`src/rtl/svpwm_pkg.sv`:
```
package svpwm_pkg;

    localparam int ACC_W    = 32;
    localparam int CMP_W    = 14;
    localparam int WORD_W   = 16;
    localparam int NUM_CH   = 3;
    localparam int FLAG_BIT = 14;

    // 1/(2*sqrt(3)/2) in Q16
    localparam logic signed [ACC_W-1:0] BETA_SCALE = 32'sd37837;

    localparam logic signed [ACC_W-1:0] CMP_MAX = (ACC_W'(1) <<< CMP_W) - 1;

    typedef logic signed [ACC_W-1:0] acc_t;

    typedef struct packed {
        acc_t alpha;
        acc_t beta;
    } ab_vec_t;

    typedef struct packed {
        acc_t ph1;
        acc_t ph2;
        acc_t ph3;
    } phase_set_t;

    typedef logic [WORD_W-1:0] cmp_word_t;

    function automatic cmp_word_t pack_phase(input acc_t v);
        cmp_word_t w;
        acc_t      c;
        if (v < 0)
            c = '0;
        else if (v > CMP_MAX)
            c = CMP_MAX;
        else
            c = v;
        w = '0;
        w[CMP_W-1:0] = c[CMP_W-1:0];
        w[FLAG_BIT]  = 1'b1;
        return w;
    endfunction

endpackage

```
`src/rtl/svpwm_rotate.sv`:
```
module svpwm_rotate
    import svpwm_pkg::*;
#(
    parameter int CMD_W  = 32,
    parameter int TRIG_W = 18
) (
    input  logic              clk,
    input  logic              rst,
    input  logic              load,
    input  logic [CMD_W-1:0]  cmd,
    input  logic [TRIG_W-1:0] sin_v,
    input  logic [TRIG_W-1:0] cos_v,
    output ab_vec_t           ab_q
);
    localparam int HALF = CMD_W / 2;

    acc_t d_x, q_x, s_x, c_x;
    ab_vec_t ab_d;

    always_comb begin
        d_x = ACC_W'($signed(cmd[CMD_W-1:HALF]));
        q_x = ACC_W'($signed(cmd[HALF-1:0]));
        s_x = ACC_W'($signed(sin_v));
        c_x = ACC_W'($signed(cos_v));
        ab_d.alpha = d_x * c_x - q_x * s_x;
        ab_d.beta  = d_x * s_x + q_x * c_x;
    end

    always_ff @(posedge clk) begin
        if (rst)
            ab_q <= '0;
        else if (load)
            ab_q <= ab_d;
    end

endmodule

```
`src/rtl/svpwm_sector.sv`:
```
module svpwm_sector
    import svpwm_pkg::*;
(
    input  logic       clk,
    input  logic       rst,
    input  logic       load,
    input  ab_vec_t    ab,
    output phase_set_t ph_q
);
    acc_t bsc, sgn_a, sgn_b, mag_gap, lt_msk, s23;
    acc_t t1, t2, t3, t1f;
    phase_set_t ph_d;

    always_comb begin
        bsc     = BETA_SCALE * (ab.beta >>> 16);
        sgn_a   = {ACC_W{ab.alpha[ACC_W-1]}};
        sgn_b   = {ACC_W{ab.beta[ACC_W-1]}};
        // |alpha| (ones-complement) minus |scaled beta|
        mag_gap = (sgn_a ^ ab.alpha) - (sgn_b ^ (bsc + sgn_b));
        lt_msk  = {ACC_W{mag_gap[ACC_W-1]}};
        s23     = sgn_a & ~lt_msk;

        t1  = ab.alpha & s23;
        t2  = (bsc - t1) & (~sgn_b | s23);
        t3  = (-bsc - t1) & (sgn_b | s23);
        t1f = (ab.alpha + t2 + t3) & ~s23;

        ph_d.ph1 = t1f >>> 16;
        ph_d.ph2 = s23[0] ? (t2 >>> 16) : (t2 >>> 15);
        ph_d.ph3 = s23[0] ? (t3 >>> 16) : (t3 >>> 15);
    end

    always_ff @(posedge clk) begin
        if (rst)
            ph_q <= '0;
        else if (load)
            ph_q <= ph_d;
    end

endmodule

```
`src/rtl/svpwm_pack.sv`:
```
module svpwm_pack
    import svpwm_pkg::*;
(
    input  logic                          clk,
    input  logic                          rst,
    input  logic                          load,
    input  phase_set_t                    ph,
    output logic [NUM_CH-1:0][WORD_W-1:0] words_q
);
    for (genvar g = 0; g < NUM_CH; g++) begin : g_ch
        acc_t src;
        // channel order: phase 2, phase 3, phase 1
        if (g == 0) begin : g_a
            assign src = ph.ph2;
        end else if (g == 1) begin : g_b
            assign src = ph.ph3;
        end else begin : g_c
            assign src = ph.ph1;
        end

        always_ff @(posedge clk) begin
            if (rst)
                words_q[g] <= '0;
            else if (load)
                words_q[g] <= pack_phase(src);
        end
    end

endmodule

```
`src/rtl/svpwm_modulator.sv`:
```
module svpwm_modulator
    import svpwm_pkg::*;
#(
    parameter int CMD_W  = 32,
    parameter int TRIG_W = 18
) (
    input  logic              clk,
    input  logic              rst,
    input  logic              start,
    input  logic [CMD_W-1:0]  cmd_dq,
    input  logic [TRIG_W-1:0] sin_q16,
    input  logic [TRIG_W-1:0] cos_q16,
    output logic              done,
    output logic [WORD_W-1:0] cmp_a,
    output logic [WORD_W-1:0] cmp_b,
    output logic [WORD_W-1:0] cmp_c
);
    localparam int STAGES = 3;

    logic [STAGES-1:0] stg_v;
    logic              idle, accept;
    ab_vec_t           ab;
    phase_set_t        ph;
    logic [NUM_CH-1:0][WORD_W-1:0] words;

    assign idle   = ~|stg_v;
    assign accept = start & idle;

    always_ff @(posedge clk) begin
        if (rst)
            stg_v <= '0;
        else
            stg_v <= {stg_v[STAGES-2:0], accept};
    end

    svpwm_rotate #(.CMD_W(CMD_W), .TRIG_W(TRIG_W)) u_rot (
        .clk   (clk),
        .rst   (rst),
        .load  (accept),
        .cmd   (cmd_dq),
        .sin_v (sin_q16),
        .cos_v (cos_q16),
        .ab_q  (ab)
    );

    svpwm_sector u_sec (
        .clk  (clk),
        .rst  (rst),
        .load (stg_v[0]),
        .ab   (ab),
        .ph_q (ph)
    );

    svpwm_pack u_pack (
        .clk     (clk),
        .rst     (rst),
        .load    (stg_v[1]),
        .ph      (ph),
        .words_q (words)
    );

    assign done  = stg_v[STAGES-1];
    assign cmp_a = words[0];
    assign cmp_b = words[1];
    assign cmp_c = words[2];

    AST_DONE_LATENCY: assert property (@(posedge clk) disable iff (rst)
        accept |-> ##3 done);
    AST_DONE_PULSE: assert property (@(posedge clk) disable iff (rst)
        done |=> !done);
    AST_WORDS_HOLD: assert property (@(posedge clk) disable iff (rst)
        !done |-> ($stable(cmp_a) && $stable(cmp_b) && $stable(cmp_c)));
    AST_FLAG_SET: assert property (@(posedge clk) disable iff (rst)
        done |-> (cmp_a[15:14] == 2'b01 && cmp_b[15:14] == 2'b01
                  && cmp_c[15:14] == 2'b01));
    AST_ONE_ZERO: assert property (@(posedge clk) disable iff (rst)
        done |-> (cmp_a[13:0] == 0 || cmp_b[13:0] == 0
                  || cmp_c[13:0] == 0));

endmodule

```
`config.mk`:
```
export PLATFORM = sky130hd
export DESIGN_NAME = svpwm_modulator
export DESIGN_NICKNAME = d
export VERILOG_FILES = /design/src/rtl/svpwm_pkg.sv /design/src/rtl/svpwm_rotate.sv /design/src/rtl/svpwm_sector.sv /design/src/rtl/svpwm_pack.sv /design/src/rtl/svpwm_modulator.sv
export SDC_FILE = /design/constraint.sdc
export NUM_CORES = 2
export LEC_CHECK = 0
export BUFFER_PORTS_ARGS = -buffer_cell sky130_fd_sc_hd__buf_2
export CAP_MARGIN = 0
export CORE_MARGIN = 1.5
export CORE_UTILIZATION = 50
export DETAILED_ROUTE_END_ITERATION = 8
export PLACE_DENSITY = 0.66
export SLEW_MARGIN = 30
export SYNTH_ARGS = -nofsm -noshare
export SYNTH_HDL_FRONTEND = slang
export SYNTH_SLANG_ARGS = --single-unit
```
`constraint.sdc`:
```
create_clock -name clk -period 18.9 [get_ports clk]
set_input_delay 2.835 -clock clk [delete_from_list [all_inputs] [get_ports clk]]
set_output_delay 2.835 -clock clk [all_outputs]
set_load 0.05 [all_outputs]
```
==> impl_results.md <==
- All-Layer GR Usage: 0.2775
- Max_cap viols: 0
- Drt drc: 0
- Top Family by Delay on Critical Path: compound AO/OA/AOI/OAI gates
- Hold Crit Start: u_rot.ab_q[63]
- # H-tree levels: 4
- Worst-Margin Slew: 0.9774 ns
- Clock transition at path regs: approximately 0.07 ns
- Clock root buffer: clkbuf_16
- Starting Density: 0.5048
- Ratio of cells with drive above 1 in the final layout: 0.04113
- Syn Area/Cell: ~9.0 um^2
- Worst-skew pair later-pin latency: ~0.47 ns
- CTS tree: yes
- Arrival time worst endpoint: ~17 ns
- Post-CTS Resized: 0
- Synth top cells by count: inv_1 (1399), fa_1 (1313), nand2_1 (849), ha_1 (631), and2_1 (453)
- Fmax: a little over 0.06 GHz
- Initial antenna violation count: 14
- Detail Route Antenna Nets: 0
- WP buf/inv: 3
- Setup-failing EPs final: 0
- FF-to-FF Start: u_rot.ab_q[21]
- Critical path's slowest cell: dfxtp_1
- Worst R2R Path Depth: 61
- Non-filler cells, final: between 8000 and 9000
- FILL cells: around 11000
- Routed len/inst: approximately 20 um
- Largest net degree at the start of global routing: 68
- Num CTS Buffers: 17
- Port Buffers: between 100 and 150
- Initial DRC Count: approximately 2800
- Multi-input combinational cell area: 0.05031 mm^2
- Hold Path Class: reg2reg
- Clk_skew: between 0.01 and 0.015 ns
- Startpoint Class: register
- Die area: between 0.1 and 0.15 mm^2
- # clock sinks: about 140
- Vias: roughly 44000
- CP Capture Type: register
- Die Y-Extent: 348.3 um
- Most used cell, CP: a21o_1
- Rel. slew slack: 0.3484
- Avg Vias per Cell: 5.446
- Routed WL: ~160 mm
- Setup TNS: 0 ns
- Reg2reg end: u_sec.ph_q[74]
- First-pass GRT wire length: about 260 mm
- HPWL after DPL: 128.0 mm
- Sequential cell area: 0.002890 mm^2
- Final Max Tran Viols: 0
- Period utilization: 0.8590
- Hold Path Stages: 1
- Critical path class: reg2reg
- Seq cells post-synth: 144
- Crit path time final: 16.23 ns
- Aggregate global routing overflow: 0
- # hold bufs at CTS: 0
- RSZ-0062 raised after global routing: no
- Critical Path Stages: 61
- Top Ports: 120
- R2R Setup Slk: roughly 2.7 ns
- Max Buffers Root-to-Sink: 2
- Top cells by area, synth: fa_1 (44%), ha_1 (13%), inv_1 (8.8%), nand2_1 (5.3%), dfxtp_1 (4.8%)
- Sequential area share after synthesis: 0.04836
- Die Span X: around 350 um
- Vias in the first global route: roughly 47000
- Synth area leader: fa_1
- Post-synth top area share: 0.4410
- Synth warn: 0
- Hold Path Sink: u_rot.ab_q[63]
- Synth cell types: between 80 and 90
- Placed cells: around 8000
- Dominant synthesized flop cell: dfxtp_1
- Crit-path max cell delay: between 0.6 and 0.7 ns
- Mapped Area: between 0.05 and 0.06 mm^2
- CP Max Fanout: 26
- Routability Congestion: about 0.92
- Required time of the critical path: 19.27 ns
- Async SR Flop Fraction: 0
- Post-Synthesis Cells: around 6700
- Pre-Repair DR Iteration Count: 6
- Core area: 0.1181 mm^2
- EDFF count, synth: 0
- Top-count cell post-synth: inv_1
- Synth-to-layout area growth: 4.160%
- Rows: 126
- Net count reported at finish: between 8000 and 9000
- Final hold vios: 0
- Status: finished clean
- Post-CTS setup buffer count: 0
[sequential cells by signal (all words and copies together) (netlist names)]
signal          count
u_sec.ph_q         50
u_rot.ab_q         48
u_pack.words_q     43
stg_v               3
[stage by stage]
step | setup WS (ns) | area [um^2] | utilization | hold WS [ns]
finish | 2.666 | 62090 | 0.5258 | 0.4701
global route | 1.474 | 62090 | 0.5258 | 0.4903
CTS | 2.746 | 62070 | 0.5257 | 0.4701
detailed placement | 2.794 | 61480 | 0.5207 | 0.4539
global placement | 2.861 | 61470 | 0.5205 | 0.4517
floorplan | 4.165 | 59610 | - | 0.4248
[cell type report]
cell class              instances  area share
repair buffers                185     0.01777
clock inverters                15    0.002741
inverters                    1401     0.08470
clock buffers                  17    0.006852
diodes                          3   0.0001209
flip-flops and latches        144     0.04655
multi-input cells            4803      0.8103
well taps                    1536     0.03095
[layer usage]
layer,vias up,track usage,wire (um)
li1,19840,-,-
met1,22570,0.3796,69110
met2,1386,0.4614,77820
met3,322,0.03789,10490
met4,22,0.07842,4930
met5,-,0,138
[cells by family after synthesis]
| family | count (synthesis) | share of synthesized area |
|---|---|---|
| fa+ha+maj | 1944 | 0.5734 |
| simple gates | 1856 | 0.1449 |
| buf+inv | 1709 | 0.1081 |
| compound gates | 650 | 0.07208 |
| xor+xnor | 305 | 0.04545 |
| flops | 144 | 0.04836 |
| mux | 45 | 0.007578 |
| other cells | 1 | 0.00006291 |
[how the worst max path moves through the flow]
stage | startpoint | endpoint | slack, ns
final | u_rot.ab_q[21] | u_sec.ph_q[74] | 2.67
after global routing | u_rot.ab_q[17] | u_sec.ph_q[74] | 1.47
after CTS | u_rot.ab_q[21] | u_sec.ph_q[78] | 2.75
after detailed placement | u_rot.ab_q[21] | u_sec.ph_q[74] | 2.79
after global placement | u_rot.ab_q[21] | u_sec.ph_q[78] | 2.86
after floorplan | u_rot.ab_q[31] | u_sec.ph_q[74] | 4.17
[cell usage in the layout, fill, tap and decap left out, types with 114 or more instances in the layout]
cell type  count
nor2_1       321
and2_1       452
dfxtp_1      140
fa_1        1313
inv_1       1399
buf_2        114
xnor2_1      209
ha_1         631
a21oi_1      223
nand2_1      849
Power is not shown: default switching activity piles up to over one toggle a cycle in this logic, so the estimate is an artifact.
